--- src/rtl/mc_pkg.sv ---
// Package: shared types for the macrocell.
// Assumes: storage mode encodings are fixed by the configuration format.
package mc_pkg;

    typedef enum logic [1:0] {
        MODE_DREG   = 2'b00,
        MODE_LATCH  = 2'b01,
        MODE_TOGGLE = 2'b10,
        MODE_DALT   = 2'b11
    } mc_mode_e;

endpackage

--- src/rtl/mc_src_sel.sv ---
// Module: picks one control line out of a source vector by index and
// applies a polarity bit. Any index past the last source reads as 0.
// Assumes: src[0] is tied to 0 by the parent.
module mc_src_sel #(
    parameter int N_SRC = 4,
    parameter int SEL_W = (N_SRC > 1) ? $clog2(N_SRC) : 1
) (
    input  logic [N_SRC-1:0] src,
    input  logic [SEL_W-1:0] sel,
    input  logic             inv,
    output logic             sig
);

    logic picked;

    // Decode the index into one source line, 0 when out of range.
    always_comb begin
        picked = 1'b0;
        for (int i = 0; i < N_SRC; i++) begin
            if (sel == SEL_W'(i)) picked = src[i];
        end
    end

    // Apply the per-cell polarity.
    assign sig = picked ^ inv;

endmodule

--- src/rtl/mc_edge.sv ---
// Module: detects a 0-to-1 change of a cell-clock level between two
// consecutive system-clock samples.
// Assumes: the level is stable around each rising edge of clk.
module mc_edge (
    input  logic clk,
    input  logic rst_n,
    input  logic lvl,
    output logic rise
);

    logic lvl_q;

    // Track the previous level; also tracked in reset so no false edge appears.
    always_ff @(posedge clk) begin
        if (!rst_n) lvl_q <= lvl;
        else        lvl_q <= lvl;
    end

    // Report a rise when the level went from 0 to 1.
    assign rise = lvl & ~lvl_q;

endmodule

--- src/rtl/mc_store.sv ---
// Module: storage element of the macrocell (D register, flow-through
// latch or toggle) with overriding reset and preset.
// Assumes: reset/preset/clock/enable are already polarity-adjusted.
module mc_store
    import mc_pkg::*;
(
    input  logic     clk,
    input  logic     rst_n,
    input  mc_mode_e mode,
    input  logic     d,
    input  logic     ck_lvl,
    input  logic     ck_rise,
    input  logic     en,
    input  logic     rst_act,
    input  logic     pre_act,
    output logic     q
);

    logic state;
    logic open_l;
    logic fire;

    assign open_l = (mode == MODE_LATCH) && ck_lvl && en;
    assign fire   = ck_rise && en;

    // Update stored state: system reset, then cell reset, preset, mode action.
    always_ff @(posedge clk) begin
        if (!rst_n) begin
            state <= 1'b0;
        end else if (rst_act) begin
            state <= 1'b0;
        end else if (pre_act) begin
            state <= 1'b1;
        end else begin
            case (mode)
                MODE_LATCH:  if (open_l)      state <= d;
                MODE_TOGGLE: if (fire && d)   state <= ~state;
                default:     if (fire)        state <= d;
            endcase
        end
    end

    // Visible value: overrides first, then latch flow-through, then state.
    always_comb begin
        if (rst_act)      q = 1'b0;
        else if (pre_act) q = 1'b1;
        else if (open_l)  q = d;
        else              q = state;
    end

    AST_RESET_CLEARS: assert property (@(posedge clk) disable iff (!rst_n)
        rst_act |=> (state == 1'b0));
    AST_PRESET_SETS: assert property (@(posedge clk) disable iff (!rst_n)
        (pre_act && !rst_act) |=> (state == 1'b1));
    AST_DREG_HOLD: assert property (@(posedge clk) disable iff (!rst_n)
        ((mode == MODE_DREG || mode == MODE_DALT) && !rst_act && !pre_act && !fire)
        |=> $stable(state));
    AST_TOGGLE_FLIP: assert property (@(posedge clk) disable iff (!rst_n)
        (mode == MODE_TOGGLE && !rst_act && !pre_act && fire && d)
        |=> (state != $past(state)));
    AST_LATCH_HOLD: assert property (@(posedge clk) disable iff (!rst_n)
        (mode == MODE_LATCH && !rst_act && !pre_act && !open_l)
        |=> $stable(state));

endmodule

--- src/rtl/mc_macrocell.sv ---
// Module: one configurable logic macrocell. Polarity XOR on the product
// term, selectable storage, four selectable control lines, two outputs.
// Assumes: configuration inputs are static; cell clocks are sampled by clk.
module mc_macrocell
    import mc_pkg::*;
#(
    parameter int N_GCLK = 4,
    parameter int N_LCLK = 3,
    parameter int N_GCE  = 2,
    parameter int N_LCE  = 2,
    parameter int N_GSR  = 2,
    localparam int CK_N  = N_GCLK + N_LCLK + 2,
    localparam int CE_N  = N_GCE + N_LCE + 2,
    localparam int SR_N  = N_GSR + 2,
    localparam int CK_W  = $clog2(CK_N),
    localparam int CE_W  = $clog2(CE_N),
    localparam int SR_W  = $clog2(SR_N)
) (
    input  logic              clk,
    input  logic              rst_n,
    input  logic [1:0]        cfg_mode,
    input  logic              cfg_xor_inv,
    input  logic              cfg_fb_store,
    input  logic              cfg_rt_store,
    input  logic [CK_W-1:0]   cfg_ck_sel,
    input  logic              cfg_ck_inv,
    input  logic [CE_W-1:0]   cfg_ce_sel,
    input  logic              cfg_ce_inv,
    input  logic [SR_W-1:0]   cfg_rs_sel,
    input  logic              cfg_rs_inv,
    input  logic [SR_W-1:0]   cfg_ps_sel,
    input  logic              cfg_ps_inv,
    input  logic [N_GCLK-1:0] gclk,
    input  logic [N_LCLK-1:0] lclk,
    input  logic              pt_clk,
    input  logic [N_GCE-1:0]  gce,
    input  logic [N_LCE-1:0]  lce,
    input  logic              pt_ce,
    input  logic [N_GSR-1:0]  gsr,
    input  logic              pt_rst,
    input  logic              pt_pre,
    input  logic              sop,
    output logic              fb_out,
    output logic              rt_out
);

    localparam int N_OUT = 2;

    logic [CK_N-1:0] ck_src;
    logic [CE_N-1:0] ce_src;
    logic [SR_N-1:0] rs_src;
    logic [SR_N-1:0] ps_src;
    logic            ck_lvl, ck_rise, en, rst_act, pre_act;
    logic            d, q;
    logic [N_OUT-1:0] out_pick;
    logic [N_OUT-1:0] outs;
    mc_mode_e        mode;

    assign mode   = mc_mode_e'(cfg_mode);
    assign d      = sop ^ cfg_xor_inv;
    assign ck_src = {pt_clk, lclk, gclk, 1'b0};
    assign ce_src = {pt_ce, lce, gce, 1'b0};
    assign rs_src = {pt_rst, gsr, 1'b0};
    assign ps_src = {pt_pre, gsr, 1'b0};

    mc_src_sel #(.N_SRC(CK_N), .SEL_W(CK_W)) u_ck_sel (
        .src(ck_src), .sel(cfg_ck_sel), .inv(cfg_ck_inv), .sig(ck_lvl));
    mc_src_sel #(.N_SRC(CE_N), .SEL_W(CE_W)) u_ce_sel (
        .src(ce_src), .sel(cfg_ce_sel), .inv(cfg_ce_inv), .sig(en));
    mc_src_sel #(.N_SRC(SR_N), .SEL_W(SR_W)) u_rs_sel (
        .src(rs_src), .sel(cfg_rs_sel), .inv(cfg_rs_inv), .sig(rst_act));
    mc_src_sel #(.N_SRC(SR_N), .SEL_W(SR_W)) u_ps_sel (
        .src(ps_src), .sel(cfg_ps_sel), .inv(cfg_ps_inv), .sig(pre_act));

    mc_edge u_edge (
        .clk(clk), .rst_n(rst_n), .lvl(ck_lvl), .rise(ck_rise));

    mc_store u_store (
        .clk(clk), .rst_n(rst_n), .mode(mode), .d(d),
        .ck_lvl(ck_lvl), .ck_rise(ck_rise), .en(en),
        .rst_act(rst_act), .pre_act(pre_act), .q(q));

    // Each output independently picks the stored or the combinational value.
    assign out_pick = {cfg_rt_store, cfg_fb_store};
    for (genvar g = 0; g < N_OUT; g++) begin : g_out
        assign outs[g] = out_pick[g] ? q : d;
    end
    assign fb_out = outs[0];
    assign rt_out = outs[1];

    AST_COMB_ROUTE: assert property (@(posedge clk) disable iff (!rst_n)
        !cfg_rt_store |-> (rt_out == (sop ^ cfg_xor_inv)));
    AST_COMB_FEEDBACK: assert property (@(posedge clk) disable iff (!rst_n)
        !cfg_fb_store |-> (fb_out == (sop ^ cfg_xor_inv)));
    AST_BOTH_OVERRIDES: assert property (@(posedge clk) disable iff (!rst_n)
        (rst_act && pre_act && cfg_fb_store) |-> (fb_out == 1'b0));

endmodule

--- config.mk ---
export PLATFORM = sky130hd
export DESIGN_NAME = mc_macrocell
export DESIGN_NICKNAME = d
export VERILOG_FILES = /design/src/rtl/mc_pkg.sv /design/src/rtl/mc_src_sel.sv /design/src/rtl/mc_edge.sv /design/src/rtl/mc_store.sv /design/src/rtl/mc_macrocell.sv
export SDC_FILE = /design/constraint.sdc
export NUM_CORES = 1
export LEC_CHECK = 0
export BUFFER_PORTS_ARGS = -buffer_cell sky130_fd_sc_hd__buf_4
export CORE_MARGIN = 8
export CORE_UTILIZATION = 33
export DETAILED_ROUTE_END_ITERATION = 6
export MAX_ROUTING_LAYER = met4
export PLACE_DENSITY_LB_ADDON = 0.15
export SETUP_SLACK_MARGIN = 0.02
export SLEW_MARGIN = 20
export SYNTH_ARGS = -nofsm -noshare
export SYNTH_HDL_FRONTEND = slang
export SYNTH_HIERARCHICAL = 1
export SYNTH_SLANG_ARGS = --single-unit
--- constraint.sdc ---
create_clock -name clk -period 1.8 [get_ports clk]
set_input_delay 0 -clock clk [delete_from_list [all_inputs] [get_ports clk]]
set_output_delay 0 -clock clk [all_outputs]
set_load 0.02 [all_outputs]
# == Word level (Yosys, flattened, before mapping) ==
# Cells that the tools add are included.
# classes
eq_ne,22
n_mux,28
bitwise,9
reduce_logical,7
# ops
operator,count
$mux W1,27
$eq A4 B3 Y1 const B,4
$eq A2 B2 Y1 const B,5
$eq A4 B2 Y1 const B,2
$eq A2 B1 Y1 const B,3
$eq A3 B2 Y1 const B,2
$eq A3 B3 Y1 const B,2
$xor A1 B1 Y1,5
$eq A4 B1 Y1 const B,1
$eq A4 B4 Y1 const B,1
$logic_and A1 B1 Y1,4
$reduce_bool A4 Y1,1
$eq A3 B1 Y1 const B,1
$ne A3 B2 Y1 const B,1
$not A1 Y1,3
$pmux W1 S2,1
$reduce_and A2 Y1,1
$reduce_or A2 Y1,1
$and A1 B1 Y1,1
# totals
regBits,2
output_inout_bits,2

# == Longest topological paths before layout ==
# Gate-level depths: netlist (run 1).
# depth
ltp_word,16
depth_mapped,9
mapped_depth_nobuf,9

# == Cells and area by module ==
# Netlist (run 1), hierarchy kept.
# by_module_without_submodules
mod,n_inst,cells_per_inst,area_per_inst_um2,seq_area_each_um2
mc_store,1,23,153.9,20.0
mc_src_sel (u_ce_sel),1,14,108.9,0.0
mc_src_sel (u_ck_sel),1,11,101.3,0.0
mc_src_sel (u_ps_sel ...),2,2,31.3,0.0
mc_macrocell,1,4,35.0,0.0
mc_edge,1,2,33.8,20.0

# == Least setup slack after synthesis (run 1) ==
# OpenSTA, ideal clock, no wires.
# synth_path
kind,input -> register
startpoint,input port cfg_ck_sel[0]
endpoint,register u_store.state
setup_ps,120
arrival_time_ps,1660
setup_slack_ps,20
stages,9
path_buffers,0
cell_sequence,mux4_1 -> a21boi_1 -> a21oi_1 -> xor2_1 -> nor2b_4 -> nand2_1 -> a21oi_2 -> a21oi_1 -> o31a_1
# synth_between
elab_chain_len,15
elab_cells_between_ends,28
cone_classes,9 x eq/ne; 11 x mux; 2 x bitwise; 6 x reduce/logical
# synth_rtl
element,line_no,source
start: declaration,mc_macrocell.sv:25,"input logic [CK_W-1:0] cfg_ck_sel,"
$eq A4 B1 Y1,mc_src_sel.sv:20,if (sel == SEL_W'(i)) picked = src[i];
$mux W1 (7 in series),mc_src_sel.sv:20,
$mux W1 (*),mc_src_sel.sv:20,
$xor A1 B1 Y1 (*),mc_src_sel.sv:25,assign sig = picked ^ inv;
named net ck_lvl,mc_macrocell.sv:53,"logic ck_lvl, ck_rise, en, rst_act, pre_act;"
$and A1 B1 Y1 (*),mc_edge.sv:20,assign rise = lvl & ~lvl_q;
named net ck_rise,mc_macrocell.sv:53,
$logic_and A1 B1 Y1 (*),mc_store.sv:24,assign fire = ck_rise && en;
$logic_and A1 B1 Y1,mc_store.sv:37,MODE_TOGGLE: if (fire && d) state <= ~state;
$ne A3 B2 Y1 (no source line),n/a,
$reduce_and A2 Y1 (no source line) (*),n/a,
end signal: assignment,mc_store.sv:37,
end: declaration,mc_store.sv:19,logic state;
# The timed path passes the listed nets; every way through them passes the cells marked *.
# A chain may end at the register's enable or synchronous reset.

# == Final worst setup path (run 1) ==
# layout_path
startpoint,input port cfg_ck_sel[3]
endpoint,output port rt_out
# layout_between
elab_chain_len,16
elab_cells_between_ends,23
cone_classes,8 x eq/ne; 12 x mux; 1 x bitwise; 2 x reduce/logical
# layout_rtl
element,line_no,source
$eq A4 B1 Y1,mc_src_sel.sv:20,
$mux W1 (7 in series),mc_src_sel.sv:20,
$mux W1 (*),mc_src_sel.sv:20,
$xor A1 B1 Y1 (*),mc_src_sel.sv:25,
named net ck_lvl,mc_macrocell.sv:53,
$logic_and A1 B1 Y1 (*) (2 in series),mc_store.sv:23,assign open_l = (mode == MODE_LATCH) && ck_lvl && en;
$mux W1 (*),n/a,
$mux W1 (*),mc_store.sv:46,else if (pre_act) q = 1'b1;
$mux W1 (*),mc_store.sv:45,if (rst_act) q = 1'b0;
named net q,mc_macrocell.sv:54,"logic d, q;"
$mux W1 (*),mc_macrocell.sv:86,assign outs[g] = out_pick[g] ? q : d;
end: declaration,mc_macrocell.sv:44,output logic rt_out
# Marked as above.

==> results of run 1 <==
[per-stage QoR]
stage / worst slack [ps] / setup TNS (ps)
after floorplan: 20.37 / 0
after global placement: -60.80 / -181.7
after detailed placement: -118.7 / -323.4
after CTS: 15.62 / 0
after global routing: -84.02 / -165.4
final: 53.08 / 0
[final cells by class]
class,instances,area (µm²),area share
multi-input cells,54,488.0,0.4981
repair buffers,49,390.4,0.3985
flip-flops and latches,2,40.04,0.04087
clock buffers,3,22.52,0.02299
well taps,16,20.02,0.02043
inverters,5,18.77,0.01916
[power breakdown]
part	switching [µW]	leakage, µW	internal [µW]
Clock	20.9	0.0000138	73.1
Combinational	101	0.000460	165
Sequential	5.69	0.0000167	51.1
[logic make-up (layout without fill, tap and decap cells)]
group	after synthesis	count (layout)	share of synthesized area
compound gates	10	10	0.1490
xor+xnor	4	4	0.07070
fa+ha+maj	2	2	0.05050
buf+inv	5	57	0.03788
flops	2	2	0.08081
mux	12	12	0.3308
other cells	1	4	0.007568
simple gates	22	22	0.2728
[sequential cells by signal (all words and copies together), names as in the netlist]
signal	cells
u_edge/lvl_q	1
u_store/state	1
[cells in the final DEF (no fill, tap or decap), types with 3 or more instances in the layout]
| cell type | count |
|---|---|
| inv_1 | 4 |
| clkbuf_4 | 3 |
| xor2_1 | 4 |
| conb_1 | 4 |
| buf_4 | 44 |
| mux4_2 | 3 |
| nor2b_1 | 3 |
| nand2_1 | 3 |
| buf_6 | 4 |
| mux2i_1 | 7 |
[what timing repair did]
item                       CTS  global route
setup buffers                1             1
setup endpoints to repair    2             3
pin swaps                    2            10
gates cloned                 0             0
resized for setup            5            13
[critical path, cell delays in order]
cell,delay [ps]
buf_6,70
inv_2,30
or4b_4,520
a21oi_2,160
xor2_1,200
buf_4,150
nand4_1,150
a31oi_4,190
mux2_4,170
buf_6,110
[worst min-delay path by stage]
stage                     slack, ps          from  depth (start not counted)                    endpoint
final                           260         rst_n                          4  u_store/state$_SDFFE_PP0P_
after global routing            260         rst_n                          4  u_store/state$_SDFFE_PP0P_
after CTS                       220    cfg_ck_inv                          4        u_edge/lvl_q$_DFF_P_
after detailed placement        350  cfg_rt_store                          3                      rt_out
after global placement          340  cfg_fb_store                          3                      fb_out
after floorplan                 160    cfg_ck_inv                          1        u_edge/lvl_q$_DFF_P_
[routing by layer]
layer,vias to the layer above,routed length (µm),global-route usage
met5,-,0,-
met4,0,7,0.06148
met3,2,120,0.02989
met2,25,761,0.1792
met1,286,622,0.1244
li1,323,-,-
==> reports/qor.yml, run 1 <==
timing:
  fmax_mhz: 572.4
  period_minus_slack_ps: 1747
  final-max-slew-violation-count: 0
  hold_ws_ps: 257.8
  hold_violations: 0
  rsz0062_at_grt: "yes"
  skew_ps: 1.668
  fin_crit_sh: 0.9705
  setup_viol: 0
power_and_ir_drop:
  vdd_drop_max_mv: 0.3110
  p_leak_uw: 0.0004904
  power_density_nw_per_um2: 425.5
  power.total_uw: 416.9
final_layout:
  area_growth_pct: 97.73
  drive_gt1_frac: 0.5929
  antenna_cells: 0
  nNetsFinal: 157
  final_area_um2: 979.7
  fin_util: 0.6738
  fill_cells: 136
  final_cells: 129
logic_synthesis:
  synth_top_area_frac: 0.1414
  yosys.cell_types.count: 30
  ys_async_sr_fraction: 0
  synthFlopType: "dfxtp_1"
  ys_ff_latch: 2
  ys_seq_area_frac: 0.08081
  synth_commonest_cells: "mux2i_1, inv_1, nand2_1"
  yosysTopAreaCell: "mux2i_1"
  yosys-top-cells-area: "mux2i_1, mux4_2, dfxtp_1, xor2_1, mux4_1"
  synth_edf_count: 0
  synthesis.area_um2: 495.5
  synth_cells: 58
  yosysMostFrequentCell: "mux2i_1"
  yosys_warnings: 6
  syn_area_per_cell_um2: 8.543
placed_design:
  gp_congestion: 0.7390
  place.port_buffers: 41
  dp_cells: 124
  place_area_um2: 879.6
  dp_hpwl_um: 1278
clocking:
  htree_levels: 1
  clkSinkCount: 2
  ctsHoldBuffers: 0
  clockBufferDepth: 2
  cts_tree: "yes"
  clk_latency_ps: 220
  cts_made_buffers: 3
  cts_root_buf: "clkbuf_4"
  clk_pin_slew_worst_paths_ps: 30
detailed_routing:
  drtAntennaViolNets: 0
  wire_per_inst_um: 11.71
  drtPass1Iterations: 1
  via_per_inst: 4.930
  drt_iter0_drc: 0
  routed_wl_um: 1511
  drcViolationCount: 0
  routed-via-count: 636
worst_setup_path:
  cp.required_ps: 1800
  r2r-end: "u_store/state$_SDFFE_PP0P_"
  regToRegSetupSlack_ps: 730
  crit_path_start_kind: "primary input"
  rr_worst_depth: 5
  cp-end-kind: "output port"
  cp-endpoint: "rt_out"
  crit_arrival_ps: 1750
  crit_start: "cfg_ck_sel[3]"
  cp_max_fo: 3
  r2r-start: "u_edge/lvl_q$_DFF_P_"
  critPathKind: "in -> out"
grt:
  grt_first_pass_wirelength_um: 2504
  grt_antenna_before_repair: 0
  grt-ovfl-total: 0
  grt.total_usage: 0.1127
  grt_pass1_vias: 689
  grt_max_degree: 7
floorplan:
  pin_count: 42
  initial_utilization: 0.3408
  row_count: 14
  die_w_um: 54.75
  fp.dieH_um: 54.75
  die_area_um2: 2998
  core_um2: 1454
job:
  drv_cap: 0
worst_hold_path:
  hold_class: "in -> reg"
outcome:
  status: "complete, no violations"
Note: power is estimated with default switching activity, not from simulation.
==> inputs of run 2 (changes only) <==
Settings changed: CORE_MARGIN 8 to 2.
==> run 2 against run 1 <==
Against the previous run:
- first-iteration DRC count increased by 2
- cell count shrank 1.6%
- utilization is 3.1 points higher
- die area decreased by 39%
- power is 1.8% lower
- sequential power shrank 2%
- combinational power shrank 4%
- clock-buffer cell count unchanged
- critical path depth decreased by 1
- non-clock buffer count shrank 1
- clock power grew 3.8%
- clock skew is 0.81 ps lower
- highest routed layer unchanged
==> reports/qor.yml, run 2 (synthesis results as in run 1) <==
outcome:
  status: "complete, no violations"  # unchanged
floorplan:
  pin_count: 42  # unchanged
  die_w_um: 42.75  # was 54.75 µm
  fp.dieH_um: 42.75  # was 54.75 µm
  die_area_um2: 1828  # was 2998 µm²
  row_count: 13  # was 14
  initial_utilization: 0.3670  # was 0.3408
  core_um2: 1350  # was 1454 µm²
clocking:
  ctsHoldBuffers: 0  # unchanged
  clk_pin_slew_worst_paths_ps: 30  # about the same
  cts_root_buf: "clkbuf_4"  # unchanged
  cts_tree: "yes"  # unchanged
  cts_made_buffers: 3  # unchanged
  clk_latency_ps: 220  # about the same
  clockBufferDepth: 2  # unchanged
  clkSinkCount: 2  # unchanged
  htree_levels: 1  # unchanged
grt:
  grt_antenna_before_repair: 0  # unchanged
  grt_pass1_vias: 688  # was 689
  grt_first_pass_wirelength_um: 2587  # was 2504 µm
  grt-ovfl-total: 0  # unchanged
  grt.total_usage: 0.1896  # was 0.1127
  grt_max_degree: 7  # unchanged
detailed_routing:
  top_layer_used: "met4"  # unchanged
  routed-via-count: 638  # was 636
  routed_wl_um: 1493  # was 1511 µm
  drtAntennaViolNets: 0  # unchanged
  wire_per_inst_um: 11.76  # was 11.71 µm
  via_per_inst: 5.024  # was 4.930
  drt_iter0_drc: 2  # was 0
  met2RoutedLength_um: 851  # was 761 µm
  m1WireLength_um: 519  # was 622 µm
  wl_met3_um: 114  # was 120 µm
  drtPass1Iterations: 4  # was 1
  drcViolationCount: 0  # unchanged
worst_setup_path:
  r2r-start: "u_edge/lvl_q$_DFF_P_"  # unchanged
  cp-end-kind: "output port"  # unchanged
  cp_max_fo: 4  # was 3
  regToRegSetupSlack_ps: 790  # was 730 ps
  crit_arrival_ps: 1800  # was 1750 ps
  rr_worst_depth: 5  # unchanged
  cp.required_ps: 1800  # about the same
  r2r-end: "u_store/state$_SDFFE_PP0P_"  # unchanged
  crit_path_start_kind: "primary input"  # unchanged
  critPathKind: "in -> out"  # unchanged
  crit_start: "cfg_ck_sel[0]"  # was cfg_ck_sel[3]
timing:
  setup_viol: 0  # unchanged
  rsz0062_at_grt: "yes"  # unchanged
  hold_ws_ps: 238.9  # was 257.8 ps
  hold_violations: 0  # unchanged
  final-max-slew-violation-count: 0  # unchanged
  skew_ps: 0.8630  # was 1.668 ps
  period_minus_slack_ps: 1800  # was 1747 ps
  fmax_mhz: 555.7  # was 572.4 MHz
  fin_crit_sh: 0.9998  # was 0.9705
final_layout:
  final_common_cell: "buf_4"  # unchanged
  area_growth_pct: 92.17  # was 97.73%
  largest_registers: "u_edge/lvl_q: 1 flops, u_store/state: 1 flops"  # unchanged
  nNetsFinal: 156  # was 157
  final_cell_mix: "buf_4, mux2i_1"  # unchanged
  final_cells: 127  # was 129
  antenna_cells: 0  # unchanged
  drive_gt1_frac: 0.5804  # was 0.5929
  fill_cells: 116  # was 136
worst_hold_path:
  min_to: "u_store/state$_SDFFE_PP0P_"  # unchanged
  hold_class: "in -> reg"  # unchanged
  hold_path_startpoint: "rst_n"  # unchanged
  hold_depth: 4  # unchanged
placed_design:
  dp_hpwl_um: 1220  # was 1278 µm
  gp_congestion: 0.7535  # was 0.7390
  dp_cells: 122  # was 124
  place.port_buffers: 41  # unchanged
job:
  drv_cap: 0  # unchanged
power_and_ir_drop:
  p_leak_uw: 0.0004813  # was 0.0004904 µW
  power_density_nw_per_um2: 429.9  # was 425.5 nW/µm²
  vdd_drop_max_mv: 0.3341  # was 0.3110 mV
run 2: stage by stage:
stage	power [µW]	setup WS, ps	util	TNS, ps	area, µm²
3_5_place_dp	279.6	-116.3	0.6450	-335.1	870.8
4_1_cts	410.0	36.37	0.6951	0	938.4
5_1_grt	444.9	-71.20	0.7053	-141.5	952.2
6_report	409.3	0.3854	0.7053	0	952.2
3_3_place_gp	273.0	-56.09	0.6450	-168.0	870.8
2_1_floorplan	162.8	20.37	-	0	506.7
run 2: how the worst max path moves through the flow:
| stage | end | slack, ps | cells after the start |
|---|---|---|---|
| 2_1_floorplan | u_store/state$_SDFFE_PP0P_ | 20 | 9 |
| 3_3_place_gp | rt_out | -60 | 11 |
| 4_1_cts | rt_out | 40 | 10 |
| 6_report | rt_out | 0.4 | 9 |
| 5_1_grt | rt_out | -70 | 10 |
| 3_5_place_dp | rt_out | -120 | 10 |
run 2: area by class of cell:
| class | count | area [µm²] | area share |
|---|---|---|---|
| multi-input combinational | 54 | 476.7 | 0.5007 |
| timing repair buffer | 48 | 375.4 | 0.3942 |
| sequential | 2 | 40.04 | 0.04205 |
| clock buffer | 3 | 22.52 | 0.02365 |
| inverter | 5 | 18.77 | 0.01971 |
| tap | 15 | 18.77 | 0.01971 |
run 2: repair_timing:
action                                  4_1_cts  5_1_grt
gates cloned                                  0        0
endpoints found under the setup margin        2        3
pin swaps                                     7        8
buffers inserted                              1        2
resized for setup                            12        2
run 2: worst max-delay path, cell delays in order:
cell and delay (ps):
buf_8 100, or4b_4 530, a21oi_2 170, xor2_1 200, buf_4 160, nand4_1 110
a31oi_2 230, mux2_4 180, buf_6 110
run 2: metal layers:
layer	vias up	track usage
li1	324	-
met1	287	0.1730
met2	25	0.3727
met3	2	0.04255
met4	0	0.06875
met5	-	-
run 2: power breakdown:
| part | internal, µW | switching, µW | total (µW) |
|---|---|---|---|
| Clock | 73.4 | 24.2 | 97.6 |
| Sequential | 51.1 | 4.79 | 55.9 |
| Combinational | 156 | 99.4 | 256 |
| Total | 281 | 128 | 409 |
